File: config.mk
export PLATFORM = sky130hd
export DESIGN_NAME = shot_window_seq
export DESIGN_NICKNAME = d
export VERILOG_FILES = /design/src/rtl/shot_seq_pkg.sv /design/src/rtl/phase_timer.sv /design/src/rtl/sticky_flag.sv /design/src/rtl/shot_window_seq.sv
export SDC_FILE = /design/constraint.sdc
export NUM_CORES = 1
export LEC_CHECK = 0
export BUFFER_PORTS_ARGS = -buffer_cell sky130_fd_sc_hd__buf_4
export CAP_MARGIN = 15
export CORE_UTILIZATION = 46
export DETAILED_ROUTE_END_ITERATION = 8
export GPL_ROUTABILITY_DRIVEN = 0
export PLACE_DENSITY = 0.66
export SLEW_MARGIN = 20
export SYNTH_ARGS = -nofsm -noshare
export SYNTH_HDL_FRONTEND = slang
export SYNTH_SLANG_ARGS = --single-unit
export TNS_END_PERCENT = 10
File: constraint.sdc
create_clock -name clk -period 2.18 [get_ports clk]
set_input_delay 0.327 -clock clk [delete_from_list [all_inputs] [get_ports clk]]
set_output_delay 0.327 -clock clk [all_outputs]
set_load 0.01 [all_outputs]
File: src/rtl/shot_seq_pkg.sv
package shot_seq_pkg;

    typedef enum logic [2:0] {
        ST_IDLE     = 3'd0,
        ST_WAIT_ACK = 3'd1,
        ST_DELAY    = 3'd2,
        ST_CAPTURE  = 3'd3,
        ST_DONE     = 3'd4
    } seq_state_e;

endpackage

File: src/rtl/phase_timer.sv
// Loadable down-counter. Once loaded with N, it reports expiry on the
// max(N,1)-th cycle in which run is high.
module phase_timer #(
    parameter int W = 16
) (
    input  logic         clk,
    input  logic         rst_n,
    input  logic         load,
    input  logic [W-1:0] len,
    input  logic         run,
    output logic         expire
);
    localparam logic [W-1:0] ONE = {{(W-1){1'b0}}, 1'b1};

    logic [W-1:0] cnt_d, cnt_q;

    assign expire = run && (cnt_q <= ONE);

    always_comb begin
        cnt_d = cnt_q;
        if (load) begin
            cnt_d = len;
        end else if (run && !expire) begin
            cnt_d = cnt_q - ONE;
        end
    end

    always_ff @(posedge clk) begin
        if (!rst_n) cnt_q <= '0;
        else        cnt_q <= cnt_d;
    end
endmodule

File: src/rtl/sticky_flag.sv
// Sticky status bit; a set in the same cycle as a clear takes priority.
module sticky_flag (
    input  logic clk,
    input  logic rst_n,
    input  logic set,
    input  logic clr,
    output logic flag
);
    logic flag_d, flag_q;

    always_comb begin
        flag_d = set | (flag_q & ~clr);
    end

    always_ff @(posedge clk) begin
        if (!rst_n) flag_q <= 1'b0;
        else        flag_q <= flag_d;
    end

    assign flag = flag_q;
endmodule

File: src/rtl/shot_window_seq.sv
module shot_window_seq
    import shot_seq_pkg::*;
#(
    parameter int DLY_W  = 16,
    parameter int PER_W  = 16,
    parameter int ACK_W  = 12,
    parameter int GAIN_W = 3
) (
    input  logic              clk,
    input  logic              rst_n,
    input  logic              fire_cmd,
    input  logic              fire_ack,
    input  logic [DLY_W-1:0]  cfg_delay,
    input  logic [PER_W-1:0]  cfg_period,
    input  logic [ACK_W-1:0]  cfg_ack_limit,
    input  logic [GAIN_W-1:0] cfg_gain_tx,
    input  logic [GAIN_W-1:0] cfg_gain_rx,
    input  logic              clr_flags,
    output logic              fire_req,
    output logic              capture_en,
    output logic [GAIN_W-1:0] gain_sel,
    output logic              shot_done,
    output logic              overrun_flag,
    output logic              ack_to_flag
);
    typedef struct packed {
        seq_state_e        state;
        logic [DLY_W-1:0]  sh_delay;
        logic [PER_W-1:0]  sh_period;
        logic [GAIN_W-1:0] sh_gain_rx;
        logic [GAIN_W-1:0] gain;
    } ctl_t;

    ctl_t ctl_d, ctl_q;

    logic in_idle, in_wait, in_delay, in_capture;
    logic ack_load, dly_load, per_load;
    logic ack_exp, dly_exp, per_exp;
    logic fire_accept, ack_accept;

    assign in_idle    = (ctl_q.state == ST_IDLE);
    assign in_wait    = (ctl_q.state == ST_WAIT_ACK);
    assign in_delay   = (ctl_q.state == ST_DELAY);
    assign in_capture = (ctl_q.state == ST_CAPTURE);

    assign fire_accept = in_idle && fire_cmd;
    assign ack_accept  = in_wait && fire_ack;
    assign ack_load    = fire_accept;
    assign dly_load    = ack_accept;
    assign per_load    = in_delay && dly_exp;

    // Acknowledge wait; its length is taken from the live input at fire time.
    phase_timer #(.W(ACK_W)) u_ack_tmr (
        .clk    (clk),
        .rst_n  (rst_n),
        .load   (ack_load),
        .len    (cfg_ack_limit),
        .run    (in_wait),
        .expire (ack_exp)
    );

    // Range-gate delay, started by the laser acknowledge.
    phase_timer #(.W(DLY_W)) u_dly_tmr (
        .clk    (clk),
        .rst_n  (rst_n),
        .load   (dly_load),
        .len    (ctl_q.sh_delay),
        .run    (in_delay),
        .expire (dly_exp)
    );

    // Capture window, started by delay expiry.
    phase_timer #(.W(PER_W)) u_per_tmr (
        .clk    (clk),
        .rst_n  (rst_n),
        .load   (per_load),
        .len    (ctl_q.sh_period),
        .run    (in_capture),
        .expire (per_exp)
    );

    always_comb begin
        ctl_d = ctl_q;
        unique case (ctl_q.state)
            ST_IDLE: begin
                if (fire_cmd) begin
                    ctl_d.state      = ST_WAIT_ACK;
                    ctl_d.sh_delay   = cfg_delay;
                    ctl_d.sh_period  = cfg_period;
                    ctl_d.sh_gain_rx = cfg_gain_rx;
                    ctl_d.gain       = cfg_gain_tx;
                end
            end
            ST_WAIT_ACK: begin
                if (fire_ack)     ctl_d.state = ST_DELAY;
                else if (ack_exp) ctl_d.state = ST_IDLE;
            end
            ST_DELAY: begin
                if (dly_exp) begin
                    ctl_d.state = ST_CAPTURE;
                    ctl_d.gain  = ctl_q.sh_gain_rx;
                end
            end
            ST_CAPTURE: begin
                if (per_exp) ctl_d.state = ST_DONE;
            end
            ST_DONE: begin
                ctl_d.state = ST_IDLE;
            end
            default: begin
                ctl_d.state = ST_IDLE;
            end
        endcase
    end

    always_ff @(posedge clk) begin
        if (!rst_n) begin
            ctl_q.state      <= ST_IDLE;
            ctl_q.sh_delay   <= '0;
            ctl_q.sh_period  <= '0;
            ctl_q.sh_gain_rx <= '0;
            ctl_q.gain       <= '0;
        end else begin
            ctl_q <= ctl_d;
        end
    end

    sticky_flag u_overrun (
        .clk   (clk),
        .rst_n (rst_n),
        .set   (fire_cmd && !in_idle),
        .clr   (clr_flags),
        .flag  (overrun_flag)
    );

    sticky_flag u_ack_to (
        .clk   (clk),
        .rst_n (rst_n),
        .set   (in_wait && !fire_ack && ack_exp),
        .clr   (clr_flags),
        .flag  (ack_to_flag)
    );

    assign fire_req   = in_wait;
    assign capture_en = in_capture;
    assign shot_done  = (ctl_q.state == ST_DONE);
    assign gain_sel   = ctl_q.gain;
endmodule

# Yosys cells after proc, flatten, opt, wreduce, memory -nomap -nowiden
# Index checks and enable logic that the tools add are counted.
# op_classes
add_sub_neg	3
mul	0
div_mod_pow	0
magnitude_cmp	3
n_eq_ne	8
n_shift	0
mux	14
bitwise_logic	5
reduce_logical	25
# ops
operator	count
16-bit two-way mux	4
41-bit two-way mux	1
16-bit by 1-bit less-or-equal comparator with 1-bit output, second input constant	2
16-bit by 1-bit subtractor with 16-bit output, second input constant	2
12-bit two-way mux	2
3-bit two-way mux	5
12-bit by 1-bit less-or-equal comparator with 1-bit output, second input constant	1
1-bit logical AND	12
3-bit case mux with 4 select lines	1
12-bit by 1-bit subtractor with 12-bit output, second input constant	1
2-bit nonzero test	4
3-bit by 2-bit == test with 1-bit output, second input constant	2
3-bit case mux with 2 select lines	1
1-bit zero test	5
2-bit != test, second input constant	2
4-bit AND reduction	1
3-bit by 1-bit == test with 1-bit output, second input constant	1
3-bit == test, second input constant	1
3-bit zero test	1
3-bit by 2-bit != test with 1-bit output, second input constant	1
3-bit AND reduction	1
1-bit AND	2
2-bit by 1-bit != test with 1-bit output, second input constant	1
1-bit bitwise OR	2
other kinds (2)	2
# totals
reg_bits	87
latch_bits	0
ram_bits	0
romBits	0
inputBits	55
wordCells	68
memories	0

# Depth between registers and ports, before layout
# Gate-level depths: netlist of run 1.
# depth
depth_word	6
mapped_depth	9
ltp_nobuf	7

# Modules after synthesis
# A second synthesis of run 1 with hierarchy kept.
# unflattened
hier_cells	578
area_unflattened_um2	5038.6
# modules_own_cells
module	n_inst	cells_each	area_per_inst_um2	seq_area_each_um2
phase_timer (u_dly_tmr ...)	2	140	1093.5	320.3
shot_window_seq	1	201	1966.9	820.8
phase_timer (u_ack_tmr)	1	91	802.0	240.2
sticky_flag	2	3	41.3	20.0

# Worst setup path after synthesis of run 1
# OpenSTA, ideal clock, no wires.
# synth_timing
path_kind	flip-flop to flip-flop
startpoint	reg u_dly_tmr.cnt_q[10]
endpoint	reg u_dly_tmr.cnt_q[5]
arrival_time_ns	2.037
required_ns	2.065
slack_ns	0.029
path_stages_with_launch	7
period_less_slack_ns	2.151
path_cell_list	dfxtp_1 -> or4_4 -> or4_1 -> buf_2 -> o21ai_4 -> o221ai_1 -> and2_1
# synth_via
elab_chain_len	5
# synth_rtl
element	line	text
from (decl)	phase_timer.sv:15	logic [W-1:0] cnt_d, cnt_q;
from (signal assigned)	phase_timer.sv:30	else cnt_q <= cnt_d;
16-bit by 1-bit less-or-equal comparator with 1-bit output	phase_timer.sv:17	assign expire = run && (cnt_q <= ONE);
1-bit logical AND	phase_timer.sv:17	
1-bit zero test	phase_timer.sv:23	end else if (run && !expire) begin
1-bit logical AND	phase_timer.sv:23	
2-bit nonzero test (no line)	-	
# No other way between the ends.
# A chain may end at the register's enable or synchronous reset.

# Final worst setup path of run 1
# layout_timing
startpoint	reg u_dly_tmr.cnt_q[1]
endpoint	reg u_dly_tmr.cnt_q[15]
# layout_via
elab_chain_len	5
# layout_rtl
element	line
16-bit by 1-bit less-or-equal comparator with 1-bit output	phase_timer.sv:17
1-bit logical AND	phase_timer.sv:17
1-bit zero test	phase_timer.sv:23
1-bit logical AND	phase_timer.sv:23
2-bit nonzero test (no line)	-
# Several ways; a longest one is shown, not always the timed one. The select of a mux whose other input is x is not followed.

==> metrics.yaml, run 1 <==
cp-end-kind: "flip-flop"
critical_path_class: "reg2reg"
routedWlPerCell_um: 15.15
switchingPower_w: 0.001394
drc: 14
hold_buffers: 0
cts_sinks: 87
final_max_slew_viol_count: 0
synth-adder-area-share_pct: 1.780
synth-simple-area-share_pct: 27.26
failed_checks: "design-rule violations"
cts.path.max_buffers: 2
clk_latency_ns: 0.36
synth_top_family_by_area: "simple AND/OR/NAND/NOR gates"
leakagePower_nw: 2.079
syn-num-nets: 592
syn_to_final_growth_pct: 24.62
combPwrFrac_pct: 27.5
rsz0062_at_grt: "true"
cp_common_cell: "or4_1"
p_seq_share_pct: 43.9
regToRegStartpoint: "u_dly_tmr.cnt_q[1]$_SDFFE_PN0P_"
drv_cap: 0
synth_cells: 531
multi_input_area_um2: 2340
slew_headroom_pct: 72.41
start_util_pct: 47.90
htreeDepth: 3
vias: 4185
place_area_um2: 4982
fin_crit_sh_pct: 96.80
hpwl_um: 7796
finalNetCount: 671
layout_common_cells: "102 x buf_4, 96 x nand2_1, 83 x dfxtp_1"
synth_compound_area_share_pct: 22.07
status: "complete, but fails checks"
fin_skew_ns: 0.009241
synth_edf_count: 0
core_um2: 8806
p_per_area_nw_per_um2: 803.6
r2r_setup_slack_ns: 0.07
hold_path_class: "in2reg"
peakVddDrop_mv: 0.5923
final_common_cell: "buf_4"
rows: 34
chipHeight_um: 97.76
drtIter0Drc: 220
nFillCells: 824
worstPathCellList: "inv_1 -> ha_1 -> o21bai_4 -> nor4_4 -> or4_1 -> or4_1 -> a31oi_1"
dieArea_um2: 9556
synth_cell_types: 58
cts_setup_buffers: 0
grt_antenna_before_repair: 0
cp-start-kind: "flip-flop"
async_reset_ff_share_pct: 0
syn_area_um2: 4218
yosys_warnings: 0
cp_max_fo: 4
slowest_delay_ns: 0.56
grt_remaining_overflow: 0
utilization_pct: 59.69
tightestPinTransition_ns: 0.4034
ff2ff_path_depth: 7
grt_pass1_vias: 4004
synth_seq_cells: 87
first_pass_iters: 6
wirelength_um: 10950
fin_area_um2: 5256
numCtsBuffers: 9
ys_dominant_reg_cell: "dfxtp_1"
crit_end: "u_dly_tmr.cnt_q[15]$_SDFFE_PN0P_"
slowest_stage: "or4_1"
power.total_w: 0.004224
p_int_w: 0.002830
synth_mux_area_share_pct: 0.5340
clk_pin_slew_ns: 0.10
synth_xor_area_share_pct: 2.284
required_ns: 2.48
seqCellArea_um2: 1747
num_antenna_cells: 0
io_buffers: 62
grt_pass1_wl_um: 18940
r2r_end: "u_dly_tmr.cnt_q[15]$_SDFFE_PN0P_"
cts_tree: "built"
yosysSeqAreaShare_pct: 41.29
period_needed_ns: 2.110
cts_root_buffer: "clkbuf_8"
routed_via_density: 5.788
arrival_ns: 2.41
grt_start_max_net_pins: 42
track_usage_pct: 24.40
pin_count: 63
max_freq_ghz: 0.4739
crit_start: "u_dly_tmr.cnt_q[1]$_SDFFE_PN0P_"
hold_viol_final: 0
swShare_pct: 32.99
ant_nets: 0
drive_gt1_share_pct: 23.41
die-width_um: 97.76
clkPwrFrac_pct: 28.6
setup_viol: 0
avgSynthCellArea_um2: 7.943
[power groups by stage]
| stage | Sequential (W) | Clock [W] | Combinational [W] |
|---|---|---|---|
| after floorplan | 0.00185 | 0 | 0.000754 |
| after global placement | 0.00188 | 0 | 0.00108 |
| after detailed placement | 0.00188 | 0 | 0.00110 |
| after CTS | 0.00185 | 0.00124 | 0.00112 |
| after global routing | 0.00187 | 0.00131 | 0.00130 |
| final | 0.00185 | 0.00121 | 0.00116 |
[cell usage after synthesis (all sizes together), types with 8 or more instances]
cell / n / area (µm²)
or3: 10 / 62.56
nand3: 24 / 120.1
dfxtp: 87 / 1742
buf: 8 / 47.54
inv: 15 / 56.30
nand2: 97 / 364.1
nor2: 16 / 60.06
or4: 11 / 86.33
nor3: 21 / 110.1
a31oi: 18 / 112.6
o21ai: 23 / 126.4
clkbuf: 26 / 97.59
a21oi: 64 / 320.3
[routing by layer]
layer	up-vias	share of wire, %	track usage (%)	routed length, µm
li1	2091	-	-	-
met1	1975	48	32.82	5240
met3	17	4.8	5.870	525
met5	-	0	0	0
met2	102	45	38.41	4935
met4	0	2.3	8.392	250
[critical path: cells and delay by family (launching register included)]
family,cells,cell delay (ns)
simple gates,3,1.03
buf+inv,1,0.08
compound gates,2,0.35
fa+ha+maj,1,0.22
flops,1,0.36
[cell families (layout without fill, tap and decap cells)]
group	after synthesis	count (layout)
AOI/OAI and AO/OA	149	149
xor gates and xnor gates	11	11
muxes	2	2
DFF	87	87
and+or+nand+nor	227	227
buffers and inverters	49	133
adders and majority gates	6	6
[how the worst min path moves through the flow]
stage                                      start                               to  slack (ns)  cells after the start
after CTS                          cfg_delay[13]           ctl_q[35]$_SDFFE_PN0P_        0.18                      3
after detailed placement  ctl_q[29]$_SDFFE_PN0P_  u_dly_tmr.cnt_q[7]$_SDFFE_PN0P_        0.45                      2
after global placement    ctl_q[35]$_SDFFE_PN0P_           ctl_q[35]$_SDFFE_PN0P_        0.44                      2
final                              cfg_delay[14]           ctl_q[36]$_SDFFE_PN0P_        0.20                      3
after floorplan           ctl_q[12]$_SDFFE_PN0P_           ctl_q[12]$_SDFFE_PN0P_        0.43                      2
after global routing                cfg_delay[8]           ctl_q[30]$_SDFFE_PN0P_        0.17                      3
[repair_timing]
| item | CTS | global route |
|---|---|---|
| pin swaps | 1 | 1 |
| setup endpoints to repair | 7 | 31 |
| resized for setup | 2 | 13 |
[layout make-up]
| cell class | instances | share of cell area [%] |
|---|---|---|
| multi-input combinational | 395 | 44.51 |
| sequential | 87 | 33.23 |
| timing repair buffer | 102 | 14.57 |
| tap | 108 | 2.571 |
| clock buffer | 9 | 2.357 |
| clock inverter | 7 | 1.690 |
| inverter | 15 | 1.071 |
[sequential cells by signal, summed over array words and instances, names as in the netlist]
register and count:
ctl_q 38, gain_sel 3, u_ack_tmr.cnt_q 12, u_ack_to.flag 1, u_dly_tmr.cnt_q 16, u_overrun.flag 1
u_per_tmr.cnt_q 16
[per-stage QoR]
stage	hold slack [ns]	TNS (ns)	std cells	worst slack, ns
after floorplan	0.4313	0	531	0.02854
after global placement	0.4444	0	707	0.008012
after detailed placement	0.4459	-0.1743	707	-0.04366
after CTS	0.1809	0	723	0.002205
after global routing	0.1737	-0.07147	723	-0.06007
final	0.1950	0	723	0.06966
(Power assumes the default switching activity.)
==> run 2: changes to the inputs <==
--- a/config.mk
+++ b/config.mk
@@ -5,12 +5,14 @@
 export SDC_FILE = /design/constraint.sdc
 export NUM_CORES = 1
 export LEC_CHECK = 0
+export ABC_AREA = 1
 export BUFFER_PORTS_ARGS = -buffer_cell sky130_fd_sc_hd__buf_4
 export CAP_MARGIN = 15
 export CORE_UTILIZATION = 46
 export DETAILED_ROUTE_END_ITERATION = 8
 export GPL_ROUTABILITY_DRIVEN = 0
-export PLACE_DENSITY = 0.66
+export PLACE_DENSITY = 0.65
+export RECOVER_POWER = 25
 export SLEW_MARGIN = 20
 export SYNTH_ARGS = -nofsm -noshare
 export SYNTH_HDL_FRONTEND = slang
==> metrics.yaml, run 2 <==
fin_skew_ns: 0.01470
chipHeight_um: 104.0
rows: 36
ant_nets: 0
numCtsBuffers: 9
syn-num-nets: 817
finalNetCount: 873
yosysSeqAreaShare_pct: 36.37
cts_sinks: 87
required_ns: 2.45
io_buffers: 62
dp_cells: 934
wirelength_um: 11420
vias: 4698
drtIter0Drc: 160
clk_pin_slew_ns: 0.09
hpwl_um: 8376
drt-met1-wl_um: 5246
pin_count: 63
wl_met3_um: 369
wl_met2_um: 5605
avgSynthCellArea_um2: 6.334
grt_pass1_vias: 4532
fin_cells: 949
clk_latency_ns: 0.37
ys_dominant_reg_cell: "dfxtp_1"
layout_common_cells: "185 x nand2_1, 158 x nor2_1, 87 x dfxtp_1"
syn_area_um2: 4788
max_freq_ghz: 0.5124
core_um2: 9910
arrival_ns: 2.23
track_usage_pct: 22.47
grt_antenna_before_repair: 0
peakVddDrop_mv: 0.6822
yosysTopAreaCell: "dfxtp_1"
hold_path_class: "in2reg"
grt_pass1_wl_um: 20070
synth_cell_types: 33
dr.max_layer_used: "met4"
async_reset_ff_share_pct: 0
hold_buffers: 0
synth_top_area_share_pct: 36.37
cp-start-kind: "flip-flop"
final_common_cell: "nand2_1"
synthTopCellsByCount: "185 x nand2_1, 157 x nor2_1, 87 x dfxtp_1"
slew_headroom_pct: 67.79
cts.path.max_buffers: 2
grt_start_max_net_pins: 35
synth_cells: 756
cts_root_buffer: "clkbuf_8"
cts_resized: 0
routedWlPerCell_um: 12.03
dieArea_um2: 10820
setup_viol: 0
htreeDepth: 3
die-width_um: 104.0
fin_crit_sh_pct: 89.52
routed_via_density: 4.950
synth_most_common_cell: "nand2_1"
final_max_slew_viol_count: 0
num_antenna_cells: 0
tightestPinTransition_ns: 0.4832
synth_seq_cells: 87
start_util_pct: 48.32
yosys_warnings: 0
synthTopCellsByArea: "dfxtp_1 36%, nand2_1 15%, nor2_1 12%, nand3_1 7.2%, o21ai_0 6.7%"
cp-end-kind: "flip-flop"
synth_edf_count: 0
drc: 0
drive_gt1_share_pct: 12.38
finalSetupTns_ns: 0
first_pass_iters: 5
cts_setup_buffers: 0
p_per_area_nw_per_um2: 1578
leakagePower_nw: 2.800
grt_remaining_overflow: 0
regMostFlops: "ctl_q"
largest_register_ffs: 38
period_needed_ns: 1.952
rsz0062_at_grt: "false"
cp_max_fo: 13
status: "finished clean"
critical_path_class: "reg2reg"
drv_cap: 0
cts_tree: "built"
reg_top3: "ctl_q: 38 flops, u_dly_tmr.cnt_q: 16 flops, u_per_tmr.cnt_q: 16 flops"
hold_viol_final: 0
syn_to_final_growth_pct: 15.34
run 2: changes by cell type in the layout (fill, tap and decap cells not counted), moves of 12 or more:
cell | before | now
a21oi_1 | 64 | 20
a31oi_1 | 17 | 3
buf_4 | 102 | 68
inv_1 | 11 | 70
nand2_1 | 96 | 185
nand3_1 | 24 | 69
nor2_1 | 16 | 158
nor3_1 | 20 | 8
o21ai_0 | 18 | 64
run 2: final cells by class:
| class | instances | area, µm² |
|---|---|---|
| Timing Repair Buffer | 76 | 541.8 |
| Tap cell | 133 | 166.4 |
| Clock inverter | 3 | 42.54 |
| Clock buffer | 12 | 155.1 |
| Fill cell | 1038 | 4387 |
| Inverter | 74 | 277.8 |
| Sequential cell | 87 | 1742 |
| Multi-Input combinational cell | 564 | 2597 |
run 2: cell families (layout without fill, tap and decap cells):
kind of cell / after synthesis / in the layout / synth area share (%)
multiplexers: 1 / 1 / 0.2090
XOR/XNOR: 12 / 12 / 2.195
buffers and inverters: 105 / 165 / 9.224
AND/OR/NAND/NOR: 453 / 453 / 40.63
AO/OA/AOI/OAI: 92 / 92 / 9.799
adder cells (fa/ha/maj): 6 / 6 / 1.568
flip-flops: 87 / 87 / 36.37
run 2: worst paths after layout:
check	start	end	slack [ns]	depth (start not counted)
hold / removal	cfg_period[15]	ctl_q[21]$_SDFFE_PN0P_	0.18	3
setup reg to reg	u_dly_tmr.cnt_q[0]$_SDFFE_PN0P_	u_dly_tmr.cnt_q[14]$_SDFFE_PN0P_	0.23	13
hold reg to reg	ctl_q[24]$_SDFFE_PN0P_	ctl_q[24]$_SDFFE_PN0P_	0.46	2
setup / recovery	u_dly_tmr.cnt_q[0]$_SDFFE_PN0P_	u_dly_tmr.cnt_q[14]$_SDFFE_PN0P_	0.23	13
run 2: critical path, cell delays in order, from the launching register on:
cell,delay (ns)
dfxtp_1,0.35
inv_1,0.10
ha_1,0.20
inv_1,0.05
nand2_1,0.06
nand2_1,0.04
nor2_1,0.19
nand3_1,0.15
nand2_2,0.27
inv_1,0.19
nand2_1,0.10
nand3_1,0.07
nand2_1,0.05
inv_1,0.04
run 2: stage by stage:
stage	hold slack [ns]	total power (W)	utilization, %	cell area (µm²)	setup WS (ns)
2_1_floorplan	0.4299	0.006553	-	4788	0.5562
3_3_place_gp	0.4507	0.007553	54.10	5361	0.2943
3_5_place_dp	0.4556	0.007634	54.10	5361	0.2120
4_1_cts	0.1676	0.008824	56.10	5559	0.2370
5_1_grt	0.1759	0.009718	55.73	5523	0.0004068
6_report	0.1766	0.008714	55.73	5523	0.2284
run 2: where the power goes:
part           switching, W  total [W]  internal (W)
Combinational       0.00319    0.00502       0.00183
Sequential         0.000435    0.00254       0.00211
Clock              0.000566    0.00115      0.000585
Total               0.00419    0.00871       0.00452
run 2: routing by layer:
metal	global-route usage (%)	up-vias
met3	4.574	15
met4	7.653	0
met1	26.03	2120
li1	-	2501
met5	0	-
met2	40.86	62
